[src/rtl/pwm_pkg.sv]
package pwm_pkg;
  typedef enum logic {
    SIDE_A = 1'b0,
    SIDE_B = 1'b1
  } side_e;

  function automatic side_e other_side(input side_e s);
    return (s == SIDE_A) ? SIDE_B : SIDE_A;
  endfunction
endpackage

[src/rtl/pwm_sync_detect.sv]
// Synchronizes an asynchronous pulse and reports its rising edge only after
// it has stayed high for MIN_W synchronized samples.
module pwm_sync_detect #(
  parameter int STAGES = 2,
  parameter int MIN_W  = 2
) (
  input  logic clk,
  input  logic rst,
  input  logic pin,
  output logic hit
);
  localparam int LEN = STAGES + MIN_W;

  logic [LEN-1:0] shreg;
  logic [MIN_W-1:0] high_run;

  always_ff @(posedge clk) begin
    if (rst) shreg <= '0;
    else     shreg <= {shreg[LEN-2:0], pin};
  end

  for (genvar i = 0; i < MIN_W; i++) begin : g_run
    assign high_run[i] = shreg[STAGES-1+i];
  end

  assign hit = (&high_run) && !shreg[LEN-1];
endmodule

[src/rtl/pwm_ramp.sv]
// Period counter acting as the ramp; restarts on wrap or on a sync hit.
module pwm_ramp #(
  parameter int CNT_W = 8
) (
  input  logic             clk,
  input  logic             rst,
  input  logic [CNT_W-1:0] period,
  input  logic             restart,
  output logic [CNT_W-1:0] cnt,
  output logic             start
);
  logic wrap;
  assign wrap = (cnt >= period);

  always_ff @(posedge clk) begin
    if (rst) begin
      cnt   <= '0;
      start <= 1'b0;
    end else begin
      cnt   <= (wrap || restart) ? '0 : cnt + 1'b1;
      start <= wrap || restart;
    end
  end
endmodule

[src/rtl/pwm_steer.sv]
// Steering toggle, one-pulse latch, shutdown hold and registered drives.
module pwm_steer
  import pwm_pkg::*;
(
  input  logic clk,
  input  logic rst,
  input  logic in_window,
  input  logic start,
  input  logic shutdown,
  input  logic ilimit,
  output logic out_a,
  output logic out_b
);
  side_e sel, last;
  logic  hold, done, pulse_now, active;

  assign active    = out_a || out_b;
  assign pulse_now = in_window && !done && !hold && !shutdown && !ilimit;

  always_ff @(posedge clk) begin
    if (rst) begin
      sel   <= SIDE_A;
      last  <= SIDE_B;
      hold  <= 1'b0;
      done  <= 1'b0;
      out_a <= 1'b0;
      out_b <= 1'b0;
    end else begin
      hold <= shutdown || (hold && !start);
      if (start && !shutdown)
        sel <= hold ? other_side(last) : other_side(sel);
      done  <= start ? 1'b0 : (done || ilimit || (active && !pulse_now));
      out_a <= pulse_now && (sel == SIDE_A);
      out_b <= pulse_now && (sel == SIDE_B);
      if (out_a)      last <= SIDE_A;
      else if (out_b) last <= SIDE_B;
    end
  end
endmodule

[src/rtl/pushpull_pwm.sv]
module pushpull_pwm #(
  parameter int CNT_W       = 8,
  parameter int BLANK       = 2,
  parameter int SYNC_STAGES = 2,
  parameter int SYNC_MIN_W  = 2
) (
  input  logic             clk,
  input  logic             rst,
  input  logic [CNT_W-1:0] duty,
  input  logic [CNT_W-1:0] period,
  input  logic             sync_in,
  input  logic             shutdown,
  input  logic             ilimit,
  output logic             out_a,
  output logic             out_b,
  output logic             period_start
);
  localparam logic [CNT_W-1:0] BLANK_C = CNT_W'(BLANK);

  logic             sync_hit;
  logic [CNT_W-1:0] cnt;
  logic [CNT_W-1:0] ramp_pos;
  logic             in_window;

  pwm_sync_detect #(.STAGES(SYNC_STAGES), .MIN_W(SYNC_MIN_W)) u_sync (
    .clk(clk), .rst(rst), .pin(sync_in), .hit(sync_hit)
  );

  pwm_ramp #(.CNT_W(CNT_W)) u_ramp (
    .clk(clk), .rst(rst), .period(period), .restart(sync_hit),
    .cnt(cnt), .start(period_start)
  );

  assign ramp_pos  = cnt - BLANK_C;
  assign in_window = (cnt >= BLANK_C) && (ramp_pos < duty);

  pwm_steer u_steer (
    .clk(clk), .rst(rst), .in_window(in_window), .start(period_start),
    .shutdown(shutdown), .ilimit(ilimit), .out_a(out_a), .out_b(out_b)
  );
endmodule

[config.mk]
export PLATFORM = sky130hd
export DESIGN_NAME = pushpull_pwm
export DESIGN_NICKNAME = d
export VERILOG_FILES = /design/src/rtl/pwm_pkg.sv /design/src/rtl/pwm_sync_detect.sv /design/src/rtl/pwm_ramp.sv /design/src/rtl/pwm_steer.sv /design/src/rtl/pushpull_pwm.sv
export SDC_FILE = /design/constraint.sdc
export NUM_CORES = 1
export LEC_CHECK = 0
export ABC_AREA = 0
export BUFFER_PORTS_ARGS = -buffer_cell sky130_fd_sc_hd__buf_4
export CAP_MARGIN = 25
export CELL_PAD_IN_SITES_DETAIL_PLACEMENT = 1
export CELL_PAD_IN_SITES_GLOBAL_PLACEMENT = 2
export CORE_ASPECT_RATIO = 0.6
export CORE_UTILIZATION = 34
export CTS_CLUSTER_DIAMETER = 100
export DETAILED_ROUTE_END_ITERATION = 7
export PLACE_DENSITY_LB_ADDON = 0.1
export SLEW_MARGIN = 20
export SYNTH_ARGS = -nofsm -noshare
export SYNTH_HDL_FRONTEND = slang
export SYNTH_SLANG_ARGS = --single-unit
[constraint.sdc]
create_clock -name clk -period 5.3 [get_ports clk]
set_input_delay 0.53 -clock clk [delete_from_list [all_inputs] [get_ports clk]]
set_output_delay 0.53 -clock clk [all_outputs]
set_load 0.005 [all_outputs]
==> impl_metrics.json, run 1 <==
{
  "outcome": "complete, no violations",
  "grt_pass1_wl_um": 4422,
  "rsz0062_at_grt": "no",
  "cts.sink_count": 19,
  "die_w_um": 78.70,
  "drv_cap": 0,
  "muxShareOfSynthArea_pct": 0,
  "finalSetupViolCount": 0,
  "drt_pass1_iterations": 4,
  "crit_fanout": 7,
  "finalHoldWorstSlack_ps": 443.9,
  "viasPerCell": 4.838,
  "crit_buf_inv": 1,
  "regArea_um2": 380.4,
  "avgSynthCellArea_um2": 8.758,
  "final_period_minus_worst_setup_slack_ps": 2512,
  "numCtsBuffers": 3,
  "fillers": 411,
  "utilization_pct": 43.79,
  "fin_worst_skew_ps": 1.578,
  "worstSkewPairLatency_ps": 250,
  "finalPower_mw": 0.3185,
  "cpMaxStageDelayCell": "dfxtp_1",
  "fin_area_um2": 1446,
  "critPathMostFrequentCell": "ha_1",
  "cts_tree": "yes",
  "grt_util_met2_pct": 24.00,
  "design.die.area_um2": 3779,
  "htree_levels": 1,
  "synth_nets": 177,
  "synth-compound-area-share_pct": 11.78,
  "synthCells": 137,
  "vias": 987,
  "nNetsFinal": 200,
  "grt_antenna_before_repair": 0,
  "dpl-instance-area_um2": 1401,
  "worstPathArrival_ps": 2690,
  "fmax_mhz": 398.0,
  "io_buffers": 23,
  "area_growth_syn_to_layout_pct": 20.54,
  "yosys_register_bits": 19,
  "grt_start_max_net_pins": 20,
  "synth-xor-area-share_pct": 7.299,
  "gr-total-overflow": 0,
  "cts_resized": 0,
  "gp_congestion": 0.7071,
  "rows": 16,
  "synth_flop_cell": "dfxtp_1",
  "min-delay-path-class": "reg -> reg",
  "grt_pass1_vias": 953,
  "ant_nets": 0,
  "yosys_warnings": 0,
  "leakagePower_nw": 0.6910,
  "p_per_area_nw_per_um2": 220.2,
  "slew_headroom_pct": 70.08,
  "yosys.area.top_type_share_pct": 31.70,
  "grt-busiest-layer": "met2",
  "cp-end-kind": "flop",
  "routedWlPerCell_um": 13.06,
  "synth_top_family_by_area": "simple AND/OR/NAND/NOR gates",
  "layout-drive-gt1-share_pct": 19.50,
  "synth_area_leader_cell": "dfxtp_1",
  "startpoint_type": "flop",
  "ios": 24,
  "first_iter_violations": 25,
  "dp_hpwl_um": 2176,
  "netlist_area_um2": 1200,
  "synth_edf_count": 0,
  "met1_usage_pct": 22.96,
  "final.period_utilization_pct": 47.40,
  "coreArea_um2": 3303,
  "synth_area_leaders": "dfxtp_1 (32%), ha_1 (20%), inv_1 (6.6%)",
  "synthAdderAreaFrac_pct": 19.81,
  "cts_buffer_depth": 2,
  "crit_start": "u_ramp.cnt[1]$_SDFF_PP0_",
  "critPathTopFamily": "compound AO/OA/AOI/OAI gates",
  "initial_core_util_pct": 36.33,
  "max-vdd-ir-drop_v": 0.0001485,
  "cts_root_buf": "clkbuf_8",
  "finalHoldViolCount": 0,
  "rr_startpoint": "u_ramp.cnt[1]$_SDFF_PP0_",
  "gr-usage-met3_pct": 1.905,
  "crit_required_ps": 5470,
  "finalSetupTns_ps": 0,
  "diodes": 0,
  "cts_setup_buffers": 0,
  "synth-simple-area-share_pct": 20.54,
  "worstPathCellList": "inv_1, ha_1, nand2_1, xnor2_1, ha_1, a2111oi_0, nor3_1, a211oi_2, nor3b_1",
  "ys_seq_area_share_pct": 31.70,
  "slowest_delay_ps": 470,
  "clk_pin_slew_ps": 60,
  "synth-async-reset-ratio_pct": 0,
  "route.detailed.drc": 0,
  "routed_wirelength_um": 2665,
  "worst_slew_pin_slew_ps": 437.5,
  "hp-start": "u_sync.shreg[0]$_SDFF_PP0_",
  "synth_cell_types": 35,
  "grt_use_total_pct": 15.71,
  "die_y_um": 48.02,
  "multi_input_area_um2": 713.2,
  "path_class": "reg -> reg",
  "cts-hold-fix-buffers": 0,
  "finalMaxSlewViolations": 0
}
==> flip-flops by register name, indices dropped and copies added (netlist names) <==
signal	cells
u_ramp.cnt	8
u_sync.shreg	4
u_ramp.start	1
u_steer.done	1
u_steer.hold	1
u_steer.last	1
u_steer.out_a	1
u_steer.out_b	1
u_steer.sel	1
==> cell type report <==
| class | count | share of cell area [%] |
|---|---|---|
| tap | 45 | 3.893 |
| timing repair buffer | 23 | 11.94 |
| clock buffer | 4 | 3.114 |
| multi-input combinational | 92 | 49.31 |
| inverter | 21 | 5.450 |
| sequential | 19 | 26.30 |
==> layout by cell type (no fill, tap or decap), types with 5 or more instances in the layout <==
| cell | n |
|---|---|
| ha_1 | 19 |
| nand2_1 | 5 |
| xor2_1 | 6 |
| buf_4 | 23 |
| dfxtp_1 | 19 |
| nor2_1 | 7 |
| nor3_1 | 11 |
| nor2b_1 | 5 |
| inv_1 | 21 |
==> power breakdown <==
| part | switching, mW | leakage [nW] | internal (mW) |
|---|---|---|---|
| Combinational | 0.0333 | 0.513 | 0.0354 |
| Clock | 0.0429 | 0.0228 | 0.0533 |
| Sequential | 0.00611 | 0.155 | 0.148 |
| Total | 0.0823 | 0.691 | 0.236 |
==> final timing paths <==
kind,end,slack (ps),cells past startpoint
worst min register to register,u_sync.shreg[1]$_SDFF_PP0_,440,1
worst min-delay path,u_sync.shreg[1]$_SDFF_PP0_,440,1
worst max-delay path,u_steer.out_a$_SDFF_PP0_,2790,9
worst max register to register,u_steer.out_a$_SDFF_PP0_,2790,9
==> cells in the mapped netlist (2+ instances only) <==
cell / number
nor3b_1: 3
ha_1: 19
inv_1: 21
xor2_1: 6
o211ai_1: 3
nor2_1: 7
clkbuf_1: 3
xnor2_1: 4
dfxtp_1: 19
nor3_1: 11
a2111oi_0: 2
a211oi_1: 2
nor4_1: 2
nor2b_1: 5
nand2_1: 5
o21ai_0: 3
a21oi_1: 4
==> routing by layer <==
layer	up-vias	wire, µm
met5	-	0
met4	0	36
met3	4	71
met2	14	1082
met1	455	1474
li1	514	-
==> worst register-to-register path, cell delays in order, from the launching register on <==
cell,delay (ps)
dfxtp_1,470
inv_1,100
ha_1,240
nand2_1,110
xnor2_1,130
ha_1,280
a2111oi_0,450
nor3_1,110
a211oi_2,340
nor3b_1,210
==> logic make-up after synthesis <==
kind of cell / Yosys count
fa+ha+maj: 19
xor+xnor: 10
buf+inv: 26
simple gates: 43
compound gates: 20
flops: 19
==> through the flow <==
step / instances / setup WS, ps
after floorplan: 137 / 3183
after global placement: 200 / 3016
after detailed placement: 200 / 2767
after CTS: 204 / 2750
after global routing: 204 / 2492
final: 204 / 2788
No activity file was read; power rests on OpenSTA's default activity.
==> run 2: changes to the inputs <==
- CORE_UTILIZATION: 34 -> 29
- clock period: 5.3 -> 2.2 ns (I/O delays scaled with it)
==> run 2 against run 1 <==
  * Clock-buffer cell count fell by 1
  * Sequential cell count unchanged
  * Global-route usage is 0.91 points higher
  * Critical path depth did not move
  * Clock skew increased by 5.4 ps
  * Hold slack lost 270 ps
==> impl_metrics.json, run 2 (synthesis results as in run 1) <==
{
  "vias": 1089,
  "grt_pass1_vias": 1114,
  "rows": 17,
  "finalSetupViolCount": 0,
  "internal-power_mw": 0.6162,
  "ios": 24,
  "grt_start_max_net_pins": 20,
  "initial_core_util_pct": 31.51,
  "cts.sink_count": 19,
  "power.switching_mw": 0.2601,
  "routedWlPerCell_um": 14.65,
  "crit_required_ps": 2350,
  "coreArea_um2": 3807,
  "cp-end-kind": "flop",
  "fmax_mhz": 458.1,
  "worstPathArrival_ps": 2330,
  "area_growth_syn_to_layout_pct": 36.70,
  "gr-total-overflow": 0,
  "hp-start": "sync_in",
  "finalPower_mw": 0.8762,
  "slowest_delay_ps": 570,
  "grt_pass1_wl_um": 5499,
  "grt_antenna_before_repair": 0,
  "grt_use_total_pct": 16.61,
  "finalMaxSlewViolations": 0,
  "layout_common_cells": "buf_4 (37), inv_1 (19), ha_1 (17)",
  "final.period_utilization_pct": 99.22,
  "first_iter_violations": 12,
  "crit_fanout": 4,
  "clockPowerShare_pct": 29.6,
  "max-vdd-ir-drop_v": 0.0003048,
  "rsz0062_at_grt": "yes",
  "route.detailed.drc": 0,
  "diodes": 0,
  "p_per_area_nw_per_um2": 534.2,
  "ant_nets": 0,
  "slew_headroom_pct": 75.97,
  "fin_worst_skew_ps": 6.992,
  "final_period_minus_worst_setup_slack_ps": 2183,
  "outcome": "complete, no violations",
  "pwr-share-comb_pct": 28.8,
  "cts_tree": "yes",
  "worstPathCellList": "or4_4, nor2_4, xor2_1, ha_1, o211ai_1, nor3_2, a211oi_2, buf_4, nor4_2",
  "viasPerCell": 4.928,
  "largest_reg_flops": 8,
  "die_y_um": 51.83,
  "nNetsFinal": 215,
  "cts_root_buf": "clkbuf_8",
  "rr_startpoint": "u_ramp.cnt[4]$_SDFF_PP0_",
  "gp_congestion": 0.7073,
  "numCtsBuffers": 3,
  "drt_pass1_iterations": 4,
  "layout-drive-gt1-share_pct": 36.21,
  "startpoint_type": "flop",
  "dp_hpwl_um": 2561,
  "cts_buffer_depth": 2,
  "drv_cap": 0,
  "worstSkewPairLatency_ps": 260,
  "regMostFlops": "u_ramp.cnt",
  "path_class": "reg -> reg",
  "io_buffers": 23,
  "worst_slew_pin_slew_ps": 359.8,
  "crit_start": "u_ramp.cnt[4]$_SDFF_PP0_",
  "finalHoldWorstSlack_ps": 171.0,
  "leakagePower_nw": 0.7805,
  "cts-hold-fix-buffers": 0,
  "routed_wirelength_um": 3237,
  "design.die.area_um2": 4407,
  "top_regs": "u_ramp.cnt (8), u_sync.shreg (4)",
  "cpMaxStageDelayCell": "or4_4",
  "clk_pin_slew_ps": 80,
  "finalHoldViolCount": 0,
  "p_seq_share_pct": 41.6,
  "switching_share_pct": 29.68,
  "htree_levels": 1,
  "min-delay-path-class": "in -> reg",
  "die_w_um": 85.04,
  "layout_commonest_cell": "buf_4"
}
## run 2: cell count changes in the layout (fill, tap and decap cells not counted), sizes merged
cell	delta
clkinvlp	+1
clkbuf	-1
buf	+15
## run 2: cell type report
type / instances / area [µm²]
fillers: 433 / 2167
repair buffers: 38 / 289.0
well taps: 47 / 58.81
inverters: 21 / 78.83
flip-flops and latches: 19 / 384.1
clock inverters: 1 / 7.507
clock buffers: 3 / 41.29
multi-input cells: 92 / 780.7
## run 2: power by group through the flow
stage	logic [mW]	clock network [mW]	registers [mW]
floorplan	0.111	0	0.373
global placement	0.200	0	0.370
detailed placement	0.207	0	0.371
CTS	0.233	0.273	0.363
global route	0.281	0.285	0.366
finish	0.252	0.259	0.365
## run 2: path summary, 6_finish.rpt
check                                    end  slack, ps  depth (start not counted)
setup reg to reg     u_steer.done$_SDFF_PP0_         20                          9
setup / recovery     u_steer.done$_SDFF_PP0_         20                          9
hold / removal    u_sync.shreg[0]$_SDFF_PP0_        170                          2
hold reg to reg   u_sync.shreg[1]$_SDFF_PP0_        460                          1
## run 2: repair_timing
action / CTS / global route
gates resized for setup: 12 / 10
setup buffers: 1 / 1
pin swaps: 6 / 3
setup endpoints to repair: 3 / 3
## run 2: worst max-delay path, delay by kind of cell, from the launching register on
family / cells / cell delay (ps)
AOI/OAI and AO/OA: 2 / 370
buffers and inverters: 1 / 160
and+or+nand+nor: 4 / 790
xor gates and xnor gates: 1 / 160
DFF: 1 / 350
adders and majority gates: 1 / 250
## run 2: through the flow
stage,cell area (µm²),utilization [%],instances,worst slack [ps],TNS (ps)
final,1640,43.08,221,17.19,0
after global routing,1640,43.08,221,-127.9,-244.0
after CTS,1597,41.93,220,-5.357,-5.357
after detailed placement,1501,39.43,215,-163.4,-395.7
after global placement,1501,39.43,215,-26.16,-26.16
after floorplan,1200,-,137,83.11,0
## run 2: layer usage
metal	global-route usage (%)	vias up	share of wire, %
met5	0	-	0
met4	3.955	0	1.1
met3	5.397	6	5.1
met2	25.00	21	41
met1	23.01	517	53
li1	-	545	-
